`src/rtl/ddr_nibble_pkg.sv`:
```
package ddr_nibble_pkg;
  parameter int unsigned NIB_W  = 4;
  localparam int unsigned WORD_W = NIB_W + 1;
  localparam int unsigned BYTE_W = 2 * NIB_W;

  // place the low/high words on the two edges (or pick them back out)
  function automatic logic [2*WORD_W-1:0] order_pair(
      input logic lo_first_i,
      input logic [WORD_W-1:0] a_i,
      input logic [WORD_W-1:0] b_i);
    return lo_first_i ? {a_i, b_i} : {b_i, a_i};
  endfunction
endpackage

```
`src/rtl/nib_tx_pack.sv`:
```
module nib_tx_pack
  import ddr_nibble_pkg::*;
(
  input  logic              clk,
  input  logic              rst,
  input  logic              lo_first,
  input  logic              en,
  input  logic              er,
  input  logic [BYTE_W-1:0] data,
  output logic [WORD_W-1:0] rise,
  output logic [WORD_W-1:0] fall
);
  logic [WORD_W-1:0]   lo_w, hi_w;
  logic [2*WORD_W-1:0] placed;

  always_comb begin
    lo_w   = {en, data[NIB_W-1:0]};
    hi_w   = {en ^ er, data[BYTE_W-1:NIB_W]};
    placed = order_pair(lo_first, lo_w, hi_w);
  end

  always_ff @(posedge clk) begin
    if (rst) begin
      rise <= '0;
      fall <= '0;
    end else begin
      rise <= placed[2*WORD_W-1:WORD_W];
      fall <= placed[WORD_W-1:0];
    end
  end


  tx_reset_zero_chk: assert property (@(posedge clk)
    rst |=> (rise == '0 && fall == '0));

  tx_idle_ctrl_chk: assert property (@(posedge clk) disable iff (rst)
    (!en && !er) |=> (!rise[WORD_W-1] && !fall[WORD_W-1]));

  tx_err_only_chk: assert property (@(posedge clk) disable iff (rst)
    (!en && er && lo_first) |=> (!rise[WORD_W-1] && fall[WORD_W-1]));

  tx_err_only_swap_chk: assert property (@(posedge clk) disable iff (rst)
    (!en && er && !lo_first) |=> (rise[WORD_W-1] && !fall[WORD_W-1]));
endmodule

```
`src/rtl/nib_rx_unpack.sv`:
```
module nib_rx_unpack
  import ddr_nibble_pkg::*;
(
  input  logic              clk,
  input  logic              rst,
  input  logic              lo_first,
  input  logic [WORD_W-1:0] rise,
  input  logic [WORD_W-1:0] fall,
  output logic              dv,
  output logic              er,
  output logic [BYTE_W-1:0] data
);
  logic [2*WORD_W-1:0] picked;
  logic [WORD_W-1:0]   lo_w, hi_w;

  always_comb begin
    picked = order_pair(lo_first, rise, fall);
    lo_w   = picked[2*WORD_W-1:WORD_W];
    hi_w   = picked[WORD_W-1:0];
  end

  always_ff @(posedge clk) begin
    if (rst) begin
      dv   <= 1'b0;
      er   <= 1'b0;
      data <= '0;
    end else begin
      dv   <= lo_w[WORD_W-1];
      er   <= lo_w[WORD_W-1] ^ hi_w[WORD_W-1];
      data <= {hi_w[NIB_W-1:0], lo_w[NIB_W-1:0]};
    end
  end


  rx_reset_zero_chk: assert property (@(posedge clk)
    rst |=> (!dv && !er && data == '0));

  rx_idle_ctrl_chk: assert property (@(posedge clk) disable iff (rst)
    (!rise[WORD_W-1] && !fall[WORD_W-1]) |=> (!dv && !er));

  rx_err_only_chk: assert property (@(posedge clk) disable iff (rst)
    (lo_first && !rise[WORD_W-1] && fall[WORD_W-1]) |=> (!dv && er));
endmodule

```
`src/rtl/ddr_nibble_codec.sv`:
```
module ddr_nibble_codec
  import ddr_nibble_pkg::*;
(
  input  logic              clk,
  input  logic              rst,
  input  logic              lo_first,
  input  logic              tx_en,
  input  logic              tx_er,
  input  logic [BYTE_W-1:0] tx_data,
  output logic [WORD_W-1:0] lane_tx_rise,
  output logic [WORD_W-1:0] lane_tx_fall,
  input  logic [WORD_W-1:0] lane_rx_rise,
  input  logic [WORD_W-1:0] lane_rx_fall,
  output logic              rx_dv,
  output logic              rx_er,
  output logic [BYTE_W-1:0] rx_data
);
  nib_tx_pack u_tx (
    .clk(clk), .rst(rst), .lo_first(lo_first),
    .en(tx_en), .er(tx_er), .data(tx_data),
    .rise(lane_tx_rise), .fall(lane_tx_fall)
  );

  nib_rx_unpack u_rx (
    .clk(clk), .rst(rst), .lo_first(lo_first),
    .rise(lane_rx_rise), .fall(lane_rx_fall),
    .dv(rx_dv), .er(rx_er), .data(rx_data)
  );
endmodule

```
`config.mk`:
```
export PLATFORM = sky130hd
export DESIGN_NAME = ddr_nibble_codec
export DESIGN_NICKNAME = d
export VERILOG_FILES = /design/src/rtl/ddr_nibble_pkg.sv /design/src/rtl/nib_tx_pack.sv /design/src/rtl/nib_rx_unpack.sv /design/src/rtl/ddr_nibble_codec.sv
export SDC_FILE = /design/constraint.sdc
export NUM_CORES = 1
export LEC_CHECK = 0
export BUFFER_PORTS_ARGS = -buffer_cell sky130_fd_sc_hd__clkbuf_2
export CAP_MARGIN = 10
export CORE_UTILIZATION = 44
export DETAILED_ROUTE_END_ITERATION = 12
export PLACE_DENSITY = 0.84
export SYNTH_ARGS = -nofsm -noshare
export SYNTH_HDL_FRONTEND = slang
export SYNTH_SLANG_ARGS = --single-unit
```
`constraint.sdc`:
```
create_clock -name clk -period 1.9 [get_ports clk]
set_input_delay 0.19 -clock clk [delete_from_list [all_inputs] [get_ports clk]]
set_output_delay 0.19 -clock clk [all_outputs]
set_load 0.01 [all_outputs]
```
==> results of run 1 <==
## cell usage in the layout, fill, tap and decap left out
cell,instances
clkbuf_2,42
or2_1,1
clkbuf_8,1
nand2b_1,1
nor2b_1,1
clkbuf_4,3
xnor2_1,1
dfxtp_1,20
nand2_1,1
nor2_1,18
mux2i_1,19
## flip-flops by register name, summed over array words and instances (netlist names)
name,count
u_rx.data,8
u_tx.fall,5
u_tx.rise,5
u_rx.dv,1
u_rx.er,1
## cells by family (layout without fill, tap and decap cells)
group         Yosys count  count (layout)  share of synthesized area
simple gates           22              22                      0.123
flops                  20              20                      0.548
mux                    19              19                      0.260
buf+inv                 4              46                     0.0565
xor+xnor                1               1                     0.0120
## area by class of cell
cell class	instances	area (µm²)
Multi-Input combinational cell	42	289
Clock buffer	4	36.3
Timing Repair Buffer	42	210
Sequential cell	20	400
Fill cell	142	568
Tap cell	16	20.0
## how the worst min path moves through the flow
stage                          from      endpoint  slack [ps]
floorplan           lane_rx_rise[4]       u_rx.er         330
global placement    lane_rx_fall[1]  u_rx.data[1]         440
detailed placement       tx_data[3]  u_tx.fall[3]         440
CTS                      tx_data[3]  u_tx.fall[3]         140
global route        lane_rx_rise[2]  u_rx.data[2]         140
finish                   tx_data[3]  u_tx.fall[3]         140
## layer usage
layer | routed length [µm] | track usage | up-vias
met3 | 39 | 0.0255 | 0
met2 | 736 | 0.285 | 15
met5 | 0 | 0 | -
li1 | - | - | 300
met4 | 0 | 0.0750 | 0
met1 | 508 | 0.140 | 271
## power by group through the flow
stage | clock network, mW | logic (mW) | registers (mW)
3_3_place_gp | 0 | 0.122 | 0.464
4_1_cts | 0.243 | 0.128 | 0.456
3_5_place_dp | 0 | 0.127 | 0.465
2_1_floorplan | 0 | 0.0582 | 0.480
6_report | 0.235 | 0.126 | 0.455
5_1_grt | 0.258 | 0.138 | 0.458
==> results.json, run 1 <==
{
  "outcome": "completed",
  "fin_util": 0.627,
  "switchingPower_uw": 190,
  "path_class": "flip-flop to output pin",
  "fin_ws_ps": 960,
  "antenna_found_initial": 0,
  "synth_top_area_share": 0.548,
  "pwr-share-comb": 0.154,
  "ys_warn_count": 0,
  "cts_resized": 0,
  "cts_buffer_depth": 2,
  "h-tree-depth": 1,
  "setup_viol": 0,
  "yosys.cell_count.top_type": "dfxtp_1",
  "synth_edf_count": 0,
  "critPathArrivalTime_ps": 750,
  "worst_hold_path.num_cells": 3,
  "cts_num_sinks": 20,
  "fin_area_um2": 956,
  "period_needed_ps": 940,
  "power_leakage_nw": 0.525,
  "syn_inst": 66,
  "diodes": 0,
  "dr.pass1.iters": 4,
  "core_area_um2": 1520,
  "start_util": 0.479,
  "clk_pin_slew_ps": 110,
  "post_cts_buffers": 0,
  "num_rows": 14,
  "stdcell_count": 124,
  "synth_fp_nets": 89,
  "crit_path_max_incr_delay_ps": 340,
  "area_growth_pct": 30.8,
  "seq_power_share": 0.558,
  "drv_cap": 0,
  "crit_buf_inv": 1,
  "cts_tree": "yes",
  "clockPowerShare": 0.288,
  "synthFlopType": "dfxtp_1",
  "routed_wl_um": 1280,
  "fin_hold_ws_ps": 140,
  "num_vias": 586,
  "vias_per_cell": 4.73,
  "cp-startpoint": "u_rx.data[5]",
  "worstPathMaxFanout": 1,
  "grt_first_pass_wirelength_um": 2030,
  "route.detailed.drc": 0,
  "cts_hold_buffers": 0,
  "final_antenna_net_count": 0,
  "internal_power_uw": 626,
  "critPathTopFamily": "flip-flops",
  "drive_gt1_frac": 0.426,
  "die_x_um": 42.8,
  "slew_headroom": 0.616,
  "min_period_over_period": 0.494,
  "tightest_slew_ps": 576,
  "drt_iter0_drc": 2,
  "place_ws_ps": 789,
  "post-dp-hpwl_um": 990,
  "max_freq_ghz": 1.06,
  "startpoint_type": "flip-flop",
  "avgRoutedWirePerCell_um": 10.4,
  "synth_area_leader_cell": "dfxtp_1",
  "yosysSeqAreaShare": 0.548,
  "grt_overflow": 0,
  "path_depth": 1,
  "hp-class": "input port to flip-flop",
  "track_usage": 0.146,
  "dpl.cell_count": 120,
  "netlist_area_um2": 731,
  "power_uw": 816,
  "io_buffers": 42,
  "place_area_um2": 920,
  "p_per_area_nw_per_um2": 853,
  "tns_ps": 0,
  "synthArstFlopShare": 0,
  "cp-endpoint": "rx_data[5]",
  "vdd_ir_drop_max_v": 0.000524,
  "worstPathRequired_ps": 1710,
  "critPathCaptureType": "output pin",
  "switching_share": 0.233,
  "ys_types": 11,
  "slew_viol_final": 0,
  "clockRootBuffer": "clkbuf_4",
  "synth.ff_latch_count": 20,
  "path_cells": "clkbuf_2",
  "grt_start_max_net_pins": 21,
  "rsz0062_at_grt": "false",
  "ios": 43,
  "gp_congestion": 0.649,
  "avgSynthCellArea_um2": 11.1,
  "hold_viol": 0,
  "cts_buffers": 3,
  "die_area_um2": 1830,
  "grt_pass1_vias": 545,
  "cpMaxStageDelayCell": "dfxtp_1",
  "yosys-top-cells-count": "20 x dfxtp_1, 19 x mux2i_1, 18 x nor2_1, 2 x buf_2",
  "die_h_um": 42.8,
  "synthTopCellsByArea": "dfxtp_1 55%, mux2i_1 26%, nor2_1 9.2%, buf_12 2.7%, buf_6 1.5%",
  "num-nets-final": 132
}
No activity file was read; power rests on OpenSTA's default activity.
==> run 2, diff against run 1 <==
--- a/config.mk
+++ b/config.mk
@@ -7,9 +7,9 @@
 export LEC_CHECK = 0
 export BUFFER_PORTS_ARGS = -buffer_cell sky130_fd_sc_hd__clkbuf_2
 export CAP_MARGIN = 10
-export CORE_UTILIZATION = 44
+export CORE_UTILIZATION = 41
 export DETAILED_ROUTE_END_ITERATION = 12
-export PLACE_DENSITY = 0.84
+export PLACE_DENSITY = 0.79
 export SYNTH_ARGS = -nofsm -noshare
 export SYNTH_HDL_FRONTEND = slang
 export SYNTH_SLANG_ARGS = --single-unit
==> constraint.sdc (replaced) <==
create_clock -name clk -period 0.9 [get_ports clk]
set_input_delay 0.09 -clock clk [delete_from_list [all_inputs] [get_ports clk]]
set_output_delay 0.09 -clock clk [all_outputs]
set_load 0.01 [all_outputs]
==> run 2 against run 1 <==
Net effect:
- clock power grew 110%
- first-iteration DRC count rose to 3.0 times the previous value
- routed wire length increased by 6.2%
- combinational power is 120% higher
- setup slack lost 900 ps
- hold slack worse by 99 ps
- die area is 7.0% higher
- via count increased by 3.6%
- utilization shrank 0.34 points
- critical endpoint is now lane_tx_fall[2]
- largest cell class unchanged
- highest routed layer is now met4
==> results.json, run 2 (synthesized netlist as in run 1, its figures left out) <==
{
  "stdcell_count": 126,
  "multi_input_area_um2": 289,
  "num_rows": 14,
  "vdd_ir_drop_max_v": 0.000900,
  "worst_hold_path.num_cells": 3,
  "slew_headroom": 0.903,
  "worstPathRequired_ps": 810,
  "die_h_um": 44.2,
  "diodes": 0,
  "io_buffers": 42,
  "crit_path_max_incr_delay_ps": 340,
  "critPathArrivalTime_ps": 750,
  "power_leakage_nw": 0.540,
  "outcome": "completed",
  "num-nets-final": 134,
  "avgRoutedWirePerCell_um": 10.8,
  "hp-start": "lane_rx_fall[1]",
  "die_x_um": 44.2,
  "rsz0062_at_grt": "false",
  "largest-register": "u_rx.data",
  "grt_pass1_vias": 565,
  "cp-startpoint": "u_tx.fall[2]",
  "dr.pass1.iters": 6,
  "tightest_slew_ps": 142,
  "final_cell_mix": "42 x clkbuf_2, 20 x dfxtp_1, 19 x mux2i_1, 18 x nor2_1, 3 x clkbuf_4",
  "place_area_um2": 947,
  "cpMaxStageDelayCell": "dfxtp_1",
  "grt_first_pass_wirelength_um": 2230,
  "cts_tree": "yes",
  "max_freq_ghz": 1.19,
  "switching_share": 0.232,
  "cts_buffer_depth": 2,
  "ios": 43,
  "layout_commonest_cell": "clkbuf_2",
  "clk_pin_slew_ps": 110,
  "cts_buffers": 3,
  "pwr-share-comb": 0.161,
  "antenna_found_initial": 0,
  "final_antenna_net_count": 0,
  "route.detailed.drc": 0,
  "cts_num_sinks": 20,
  "largest_reg_flops": 8,
  "track_usage": 0.156,
  "largestRegisters": "u_rx.data x8, u_tx.fall x5, u_tx.rise x5",
  "cts_resized": 0,
  "fin_util": 0.624,
  "path_cells": "clkbuf_2",
  "period_needed_ps": 843,
  "core_area_um2": 1580,
  "hold_viol": 0,
  "seq_power_share": 0.554,
  "drive_gt1_frac": 0.436,
  "crit_buf_inv": 1,
  "switchingPower_uw": 403,
  "num_vias": 607,
  "fin_area_um2": 983,
  "clockRootBuffer": "clkbuf_4",
  "slew_viol_final": 0,
  "post_cts_buffers": 0,
  "worstPathMaxFanout": 1,
  "setup_viol": 0,
  "gp_congestion": 0.575,
  "hp-class": "input port to flip-flop",
  "vias_per_cell": 4.82,
  "area_growth_pct": 34.6,
  "die_area_um2": 1950,
  "clockPowerShare": 0.285,
  "drv_cap": 0,
  "cts_hold_buffers": 0,
  "min_period_over_period": 0.936,
  "path_depth": 1,
  "ff_latch_area_um2": 400,
  "drt_iter0_drc": 6,
  "routed_wl_um": 1360,
  "critPathCaptureType": "output pin",
  "post-dp-hpwl_um": 1070,
  "startpoint_type": "flip-flop",
  "path_class": "flip-flop to output pin",
  "critPathTopFamily": "flip-flops",
  "tns_ps": 0,
  "p_per_area_nw_per_um2": 1760,
  "fillers": 152,
  "start_util": 0.463,
  "grt_overflow": 0,
  "dpl.cell_count": 122,
  "grt_start_max_net_pins": 20,
  "h-tree-depth": 1,
  "internal_power_mw": 1.33
}
## run 2: layout make-up
type                            instances  share of cell area
Clock buffer                            4              0.0369
Multi-Input combinational cell         42               0.294
Sequential cell                        20               0.407
Tap cell                               16              0.0204
Timing Repair Buffer                   44               0.242
## run 2: tightest hold or removal path: stages
cell and delay [ps]:
clkbuf_2 80, mux2i_1 50, nor2_1 70
## run 2: final timing paths
path / end / slack (ps)
hold / removal: u_rx.data[1] / 40
setup / recovery: lane_tx_fall[2] / 60
## run 2: layer usage
layer  routed length [µm]  GRT usage  up-vias
li1                     -          -      304
met1                  486      0.143      281
met2                  791      0.321       20
met3                   67     0.0286        2
met4                   19     0.0727        0
met5                    0          0        -
## run 2: power groups by stage
stage,registers (mW),clock network (mW),logic (mW)
final,0.960,0.495,0.280
after detailed placement,0.982,0,0.283
after global placement,0.979,0,0.273
after floorplan,1.01,0,0.123
after CTS,0.962,0.514,0.285
after global routing,0.967,0.554,0.310
## run 2: stage by stage
stage / setup WS [ps] / power, mW / hold WS (ps)
after floorplan: 210 / 1.14 / 227
after global placement: 164 / 1.25 / 335
after detailed placement: 108 / 1.26 / 346
after CTS: 45.8 / 1.76 / 35.4
after global routing: 9.04 / 1.83 / 40.5
final: 57.4 / 1.73 / 40.6
